<file path="src/rtl/pld_pkg.sv">
package pld_pkg;
  typedef enum logic [1:0] {
    RSN_NONE  = 2'd0,
    RSN_PAUSE = 2'd1,
    RSN_LOOP  = 2'd2
  } exit_rsn_e;
endpackage

</file>
<file path="src/rtl/pld_tick_counter.sv">
module pld_tick_counter #(
  parameter int unsigned TIME_W = 64
) (
  input  logic              clk_i,
  input  logic              rst_ni,
  output logic [TIME_W-1:0] now_o
);
  always_ff @(posedge clk_i or negedge rst_ni) begin
    if (!rst_ni) now_o <= '0;
    else         now_o <= now_o + 1'b1;
  end

  p_count_step_r6: assert property (@(posedge clk_i) disable iff (!rst_ni)
    $past(rst_ni) |-> now_o == $past(now_o) + 1'b1);
endmodule

</file>
<file path="src/rtl/pld_burst_tracker.sv">
module pld_burst_tracker #(
  parameter int unsigned TIME_W = 64,
  parameter int unsigned PRIV_W = 2
) (
  input  logic              clk_i,
  input  logic              rst_ni,
  input  logic              pause_i,
  input  logic [PRIV_W-1:0] priv_lvl_i,
  input  logic              loop_en_i,
  input  logic [TIME_W-1:0] now_i,
  input  logic [TIME_W-1:0] gap_i,
  input  logic [TIME_W-1:0] window_i,
  output logic              loop_hit_o
);
  logic [TIME_W-1:0] first_q, last_q;
  logic [TIME_W-1:0] since_last, since_first;
  logic              qual, gap_hit;

  assign qual        = pause_i && loop_en_i && (priv_lvl_i == '0);
  // modulo subtraction keeps the spacing right across a counter wrap
  assign since_last  = now_i - last_q;
  assign since_first = now_i - first_q;
  assign gap_hit     = since_last > gap_i;
  assign loop_hit_o  = qual && !gap_hit && (since_first > window_i);

  always_ff @(posedge clk_i or negedge rst_ni) begin
    if (!rst_ni) begin
      first_q <= '0;
      last_q  <= '0;
    end else if (qual) begin
      last_q <= now_i;
      if (gap_hit) first_q <= now_i;
    end
  end

  p_last_tracks_r5: assert property (@(posedge clk_i) disable iff (!rst_ni)
    qual |=> last_q == $past(now_i));
  p_gap_restart_r3: assert property (@(posedge clk_i) disable iff (!rst_ni)
    (qual && gap_hit) |=> first_q == $past(now_i));
  p_unqual_hold_r2: assert property (@(posedge clk_i) disable iff (!rst_ni)
    !qual |=> $stable(last_q) && $stable(first_q));
endmodule

</file>
<file path="src/rtl/pld_exit_gen.sv">
module pld_exit_gen
  import pld_pkg::*;
(
  input  logic      clk_i,
  input  logic      rst_ni,
  input  logic      pause_i,
  input  logic      pause_en_i,
  input  logic      loop_hit_i,
  output logic      exit_o,
  output exit_rsn_e reason_o
);
  always_ff @(posedge clk_i or negedge rst_ni) begin
    if (!rst_ni) begin
      exit_o   <= 1'b0;
      reason_o <= RSN_NONE;
    end else begin
      exit_o <= pause_i && (pause_en_i || loop_hit_i);
      // unconditional trap wins when both fire
      if (pause_i && pause_en_i)  reason_o <= RSN_PAUSE;
      else if (loop_hit_i)        reason_o <= RSN_LOOP;
      else                        reason_o <= RSN_NONE;
    end
  end

  p_follows_pause_r9: assert property (@(posedge clk_i) disable iff (!rst_ni)
    exit_o |-> $past(pause_i));
  p_single_pulse_r8: assert property (@(posedge clk_i) disable iff (!rst_ni)
    (pause_i && pause_en_i && loop_hit_i) |=> exit_o && reason_o == RSN_PAUSE);
endmodule

</file>
<file path="src/rtl/pause_loop_detector.sv">
module pause_loop_detector
  import pld_pkg::*;
#(
  parameter int unsigned TIME_W = 64,
  parameter int unsigned PRIV_W = 2
) (
  input  logic              clk_i,
  input  logic              rst_ni,
  input  logic              pause_i,
  input  logic [PRIV_W-1:0] priv_lvl_i,
  input  logic              pause_exit_en_i,
  input  logic              loop_exit_en_i,
  input  logic [TIME_W-1:0] gap_i,
  input  logic [TIME_W-1:0] window_i,
  output logic              exit_o,
  output logic [1:0]        exit_reason_o
);
  logic [TIME_W-1:0] now;
  logic              loop_hit;
  exit_rsn_e         reason;

  pld_tick_counter #(.TIME_W(TIME_W)) i_tick (
    .clk_i (clk_i),
    .rst_ni(rst_ni),
    .now_o (now)
  );

  pld_burst_tracker #(.TIME_W(TIME_W), .PRIV_W(PRIV_W)) i_burst (
    .clk_i     (clk_i),
    .rst_ni    (rst_ni),
    .pause_i   (pause_i),
    .priv_lvl_i(priv_lvl_i),
    .loop_en_i (loop_exit_en_i),
    .now_i     (now),
    .gap_i     (gap_i),
    .window_i  (window_i),
    .loop_hit_o(loop_hit)
  );

  pld_exit_gen i_exit (
    .clk_i     (clk_i),
    .rst_ni    (rst_ni),
    .pause_i   (pause_i),
    .pause_en_i(pause_exit_en_i),
    .loop_hit_i(loop_hit),
    .exit_o    (exit_o),
    .reason_o  (reason)
  );

  assign exit_reason_o = reason;

  p_uncond_r1: assert property (@(posedge clk_i) disable iff (!rst_ni)
    (pause_i && pause_exit_en_i) |=> exit_o && exit_reason_o == 2'd1);
  p_priv_gate_r2: assert property (@(posedge clk_i) disable iff (!rst_ni)
    (pause_i && !pause_exit_en_i && priv_lvl_i != '0) |=> !exit_o);
  p_idle_quiet_r9: assert property (@(posedge clk_i) disable iff (!rst_ni)
    !pause_i |=> !exit_o && exit_reason_o == 2'd0);
endmodule

</file>
<file path="config.mk">
export PLATFORM = sky130hd
export DESIGN_NAME = pause_loop_detector
export DESIGN_NICKNAME = d
export VERILOG_FILES = /design/src/rtl/pld_pkg.sv /design/src/rtl/pld_tick_counter.sv /design/src/rtl/pld_burst_tracker.sv /design/src/rtl/pld_exit_gen.sv /design/src/rtl/pause_loop_detector.sv
export SDC_FILE = /design/constraint.sdc
export NUM_CORES = 1
export LEC_CHECK = 0
export BUFFER_PORTS_ARGS = -buffer_cell sky130_fd_sc_hd__buf_2
export CAP_MARGIN = 40
export CORE_MARGIN = 1
export CORE_UTILIZATION = 60
export DETAILED_ROUTE_END_ITERATION = 6
export GPL_TIMING_DRIVEN = 1
export PLACE_DENSITY = 0.81
export REMOVE_ABC_BUFFERS = 1
export SLEW_MARGIN = 0
export SYNTH_ARGS = -nofsm -noshare
export SYNTH_HDL_FRONTEND = slang
export SYNTH_SLANG_ARGS = --single-unit
</file>
<file path="constraint.sdc">
create_clock -name clk_i -period 6.95 [get_ports clk_i]
set_input_delay 1.39 -clock clk_i [delete_from_list [all_inputs] [get_ports clk_i]]
set_output_delay 1.39 -clock clk_i [all_outputs]
set_load 0.05 [all_outputs]
</file>
==> results of run 1 <==
what timing repair did:
item | CTS | global route
setup endpoints to repair | 0 | 20
hold buffers | 0 | 0
resized for setup | 0 | 1
layout by cell type (no fill, tap or decap), types with 27 or more instances in the layout:
cell     synthesis  layout
a21oi_1        164     164
inv_1          283     283
mux2_2          63      63
xnor2_1        133     133
ha_1           255     255
and3_1          27      27
nor2_1          84      84
nand3_1         61      61
o21ai_0        142     142
buf_2            9     136
dfrtp_1        195     195
xor2_1          43      43
nand2_1        185     185
nand4_1         59      59
a21o_1         123     123
worst max-delay path: cells and delay by family, from the launching register on:
kind            cells  cell delay [ps]
buf+inv             2              570
simple gates        2              340
compound gates     17             3870
fa+ha+maj           2              630
mux                 1              400
flops               1              570
per-stage QoR:
step                      cell area, um^2  power, mW  std cells  util (%)  TNS [ps]
final                               19700       4.05       2672      66.6         0
after global routing                19700       4.33       2672      66.6         0
after CTS                           19700       4.04       2672      66.5         0
after detailed placement            19200       3.05       2641      64.6         0
after global placement              19100       2.99       2640      64.5         0
after floorplan                     17900       2.59       2104         -   -327820
layer usage:
metal  vias up  wire length (um)
met2       437             21000
met1      7557             21600
met5         -                 0
met3        71              2010
li1       7827                 -
met4         0              1400
kinds of logic (layout without fill, tap and decap cells):
group,Yosys count,after routing,share of synthesized area [%]
AND/OR/NAND/NOR,524,524,14.1
adder cells (fa/ha/maj),257,257,17.8
XOR/XNOR,176,176,8.51
buffers and inverters,342,461,7.15
multiplexers,73,73,4.47
AO/OA/AOI/OAI,596,596,21.0
flip-flops,195,195,27.0
area by class of cell:
cell class              instances  area [um^2]  share of cell area [%]
clock buffers                  17          425                    2.16
clock inverters                14          140                   0.710
multi-input cells            1626        11900                    60.5
flip-flops and latches        195         4880                    24.7
repair buffers                147          793                    4.02
well taps                     390          488                    2.47
inverters                     283         1060                    5.38
path summary, 6_finish.rpt:
kind	from	end	slack (ps)	cells after the start
setup / recovery	i_tick.now_o[1]	i_burst.first_q[34]	440	24
hold / removal	i_burst.first_q[23]	i_burst.first_q[23]	510	1
setup reg to reg	i_tick.now_o[1]	i_burst.first_q[34]	440	24
hold reg to reg	i_burst.first_q[23]	i_burst.first_q[23]	510	1
max in group asynchronous	rst_ni	i_tick.now_o[47]	4850	3
min in group asynchronous	rst_ni	i_burst.first_q[2]	1020	1
state kept, by name, summed over array words and instances (netlist names):
name and cells:
i_burst.first_q 64, i_burst.last_q 64, i_exit.exit_o 1, i_exit.reason_o 2
i_tick.now_o 64
power breakdown:
part           total, mW  internal (mW)  leakage (nW)  switching [mW]
combinational       1.88          0.842          7.74            1.03
sequential          1.18           1.17          2.68          0.0119
clock              0.989          0.505         0.273           0.485
==> impl_metrics.yaml, run 1 <==
worst_setup_path:
  arrival_ps: 6820
  critical_path.cell_chain: "ha_1, nor2b_1, o31a_1, a211oi_1, a31o_2, o21a_1, o31ai_1, buf_4, o2bb2ai_1, o21ai_0, a21oi_1, a311oi_1, ha_1, a21o_1, a21o_1, a21o_1, a21o_1, a21o_1, a21oi_1, o221ai_1, o32ai_1, nand2b_2, buf_4, mux2_2"
  crit_required_ps: 7260
  max_stage_delay_ps: 570
  path_class: "register to register"
  crit_path_start_kind: "register"
  critPathSlowestCell: "dfrtp_1"
  cp-end-kind: "register"
  path_common_cell: "a21o_1"
  cp_max_fo: 31
run_status:
  status: "complete, no violations"
run:
  cap_violations: 0
cts:
  clk_latency_ps: 440
  clk_pin_slew_ps: 80
  cts_buffer_depth: 2
  postCtsSetupBuffers: 0
  cts_tree: "done"
  htreeDepth: 4
  clock_sinks: 195
  cts_root_buf: "clkbuf_16"
  numCtsBuffers: 17
timing:
  skew_ps: 15.2
  worst-slew-pin-transition_ps: 890
  timing.fmax_mhz: 154
  slew-limit-headroom_pct: 40.7
  min_period_ps: 6510
  setup_ws_ps: 441
  hold_ws_ps: 508
  fin_crit_sh_pct: 93.7
  finalHoldViolations: 0
  report.final.slew_viol_count: 0
  grt_setup_unrepaired: "no"
  setup_viol: 0
power_and_ir_drop:
  vdd_drop_max_uv: 132
  p_leak_nw: 10.7
  power.density_mw_per_mm2: 205
route:
  via_per_inst: 5.95
  drtIter0Drc: 1088
  routed_wl_mm: 46.0
  vias: 15900
  postRouteAntennaNets: 0
  routedWlPerCell_um: 17.2
  route.detailed.drc: 0
  drt_first_pass_iters: 7
logic_synthesis:
  netlist.top_cell.by_area: "dfrtp_1"
  synth_top_area_share_pct: 27.0
  synth.most_common_cell: "inv_1"
  synth_seq_area_share_pct: 27.0
  synth_seq_cells: 195
  syn_avg_cell_area_um2: 8.37
  synth_common_cells: "283 x inv_1, 255 x ha_1, 195 x dfrtp_1"
  syn_area_mm2: 0.0181
  synth_edf_count: 0
  netlist_instances: 2163
  synth.distinct_cells: 73
  synthFlopType: "dfrtp_1"
  ys_warn_count: 0
  synthArstFlopShare_pct: 100
  synth.top_cells.by_area: "dfrtp_1 27%, ha_1 18%, xnor2_1 6.4%"
layout:
  layout-drive-gt1-share_pct: 11.5
  diodes: 0
  fillers: 2479
  syn2layout_area_growth_pct: 8.96
  fin_nets: 2662
floorplanning:
  io_pins: 138
  initial_core_util_pct: 61.1
  die_h_um: 176
  die_w_um: 176
  core_mm2: 0.0296
  rows: 63
  die_area_mm2: 0.0309
global_routing:
  grt_first_pass_wirelength_mm: 76.3
  grt_overflow: 0
  grt_antenna_before_repair: 0
  grt_max_degree: 110
  use_met2_pct: 49.9
  grt.busiest_layer: "met2"
  grt_use_met3_pct: 2.60
  grt_usage_pct: 30.6
  use_met1_pct: 42.7
  grt_pass1_vias: 15400
place:
  portBuffers: 137
  place_congestion: 0.987
  dp_hpwl_mm: 36.9
  pre_cts_slack_ps: 534
hold_path:
  hp-class: "register to register"
Note: power is estimated with default switching activity, not from simulation.
==> run 2: changes to the inputs <==
Clock period 6.95 ns to 7.4 ns, I/O delays scaled along.
==> run 2 against run 1 <==
Die area unchanged. Hold slack worse by 1.4 ps. Cell area about the same. Sequential power down 6%. Combinational power down 6%. Sequential cell count unchanged. Clock skew up 3.4 ps. Critical path depth down 1. Via count down 0.15%. Maximum frequency down 2.5%. Critical endpoint is now i_burst.first_q[11]. Largest power group unchanged.
==> impl_metrics.yaml, run 2 (same netlist as run 1, synthesis figures left out) <==
worst_setup_path:
  critical_path.cell_chain: "ha_1, nor2b_1, o31a_1, a211oi_1, a31o_2, o21a_1, o31ai_1, o2bb2ai_1, o21ai_0, a21oi_1, a311oi_1, ha_1, a21o_1, a21o_1, a21o_1, a21o_1, a21o_1, a21oi_1, o221ai_1, o32ai_1, nand2b_2, buf_4, mux2_2"
  crit_required_ps: 7730
  cp.buffers_inverters: 1
  reg2reg_slack_ps: 720
  crit_path_start_kind: "register"
  path_common_cell: "a21o_1"
  r2r-start: "i_tick.now_o[1]"
  crit_family: "compound AO/OA/AOI/OAI gates"
  critPathSlowestCell: "dfrtp_1"
  cp_max_fo: 33
  arrival_ps: 7010
  max_stage_delay_ps: 550
  cp-end-kind: "register"
  reg2reg_depth: 23
  r2r-end: "i_burst.first_q[11]"
  path_class: "register to register"
layout:
  layout-drive-gt1-share_pct: 11.4
  final_area_mm2: 0.0197
  layout_common_cells: "283 x inv_1, 255 x ha_1, 195 x dfrtp_1, 185 x nand2_1, 164 x a21oi_1"
  layout.cells.most_common: "inv_1"
  reg_top3: "i_burst.first_q x64, i_burst.last_q x64, i_tick.now_o x64"
  fin_nets: 2659
  syn2layout_area_growth_pct: 8.94
  diodes: 0
  fin_util_pct: 66.6
route:
  drtIter0Drc: 1144
  via_per_inst: 5.94
  routedWlPerCell_um: 16.9
  routed_wl_mm: 45.2
  vias: 15900
  drt_first_pass_iters: 5
  route.detailed.drc: 0
  postRouteAntennaNets: 0
run:
  cap_violations: 0
place:
  pre_cts_slack_ps: 864
  portBuffers: 137
  placed_area_mm2: 0.0191
  dp_hpwl_mm: 36.5
  place_congestion: 0.955
cts:
  clk_pin_slew_ps: 90
  clock_sinks: 195
  cts_buffer_depth: 2
  cts_tree: "done"
  htreeDepth: 4
  postCtsSetupBuffers: 0
  clk_latency_ps: 450
  hold_buffers: 0
  numCtsBuffers: 17
  post_cts_resized: 0
  cts_root_buf: "clkbuf_16"
timing:
  report.final.slew_viol_count: 0
  finalHoldViolations: 0
  final.setup.tns_ps: 0
  timing.fmax_mhz: 150
  slew-limit-headroom_pct: 42.6
  fin_crit_sh_pct: 90.3
  min_period_ps: 6680
  setup_viol: 0
  hold_ws_ps: 507
  skew_ps: 18.6
  worst-slew-pin-transition_ps: 860
  grt_setup_unrepaired: "no"
  setup_ws_ps: 721
run_status:
  status: "complete, no violations"
global_routing:
  grt_pass1_vias: 15600
  grt_first_pass_wirelength_mm: 75.5
  grt_max_degree: 82
  grt_usage_pct: 30.2
  grt_overflow: 0
  grt_antenna_before_repair: 0
floorplanning:
  die_area_mm2: 0.0309
  core_mm2: 0.0296
  die_w_um: 176
  initial_core_util_pct: 61.1
  die_h_um: 176
  io_pins: 138
  rows: 63
power_and_ir_drop:
  vdd_drop_max_uv: 138
  p_leak_nw: 10.7
  power.density_mw_per_mm2: 194
hold_path:
  hp-class: "register to register"
  min_to: "i_burst.first_q[26]"
  holdPathStages: 1
  min-delay-start: "i_burst.first_q[26]"
run 2: worst reg2reg max path: stages (launching register included):
cell and delay (ps):
dfrtp_1 550, ha_1 290, nor2b_1 140, o31a_1 280
a211oi_1 550, a31o_2 330, o21a_1 230, o31ai_1 190
o2bb2ai_1 210, o21ai_0 530, a21oi_1 140, a311oi_1 390
ha_1 320, a21o_1 160, a21o_1 160, a21o_1 170
a21o_1 180, a21o_1 180, a21oi_1 160, o221ai_1 140
o32ai_1 190, nand2b_2 200, buf_4 410, mux2_2 450
run 2: worst max path at each step:
stage,start,endpoint,cells after the start
2_1_floorplan,priv_lvl_i[1],i_burst.first_q[0],3
3_3_place_gp,i_tick.now_o[1],i_burst.first_q[0],23
3_5_place_dp,i_tick.now_o[0],i_burst.first_q[15],22
4_1_cts,i_tick.now_o[1],i_burst.first_q[11],23
5_1_grt,i_tick.now_o[1],i_burst.first_q[11],23
6_report,i_tick.now_o[1],i_burst.first_q[11],23
run 2: final cells by class:
type,instances,area [um^2]
Multi-Input combinational cell,1626,11900
Fill cell,2448,9910
Sequential cell,195,4880
Inverter,283,1060
Timing Repair Buffer,144,747
Tap cell,390,488
Clock buffer,17,425
Clock inverter,15,184
run 2: metrics by stage:
stage	total power [mW]	cells
2_1_floorplan	2.43	2104
3_3_place_gp	2.81	2638
3_5_place_dp	2.86	2638
4_1_cts	3.83	2670
5_1_grt	4.11	2670
6_report	3.83	2670
run 2: layer usage:
| layer | share of wire (%) | vias up | global-route usage [%] |
|---|---|---|---|
| met3 | 4.9 | 71 | 3.40 |
| met5 | 0 | - | 0 |
| li1 | - | 7823 | - |
| met4 | 3.0 | 0 | 10.4 |
| met1 | 46 | 7494 | 41.2 |
| met2 | 46 | 480 | 49.6 |
run 2: report_power, final:
group	total (mW)	leakage (nW)	switching, mW	internal (mW)
combinational	1.76	7.71	0.970	0.786
clock	0.965	0.288	0.478	0.487
sequential	1.11	2.68	0.0113	1.10
total	3.83	10.7	1.46	2.37
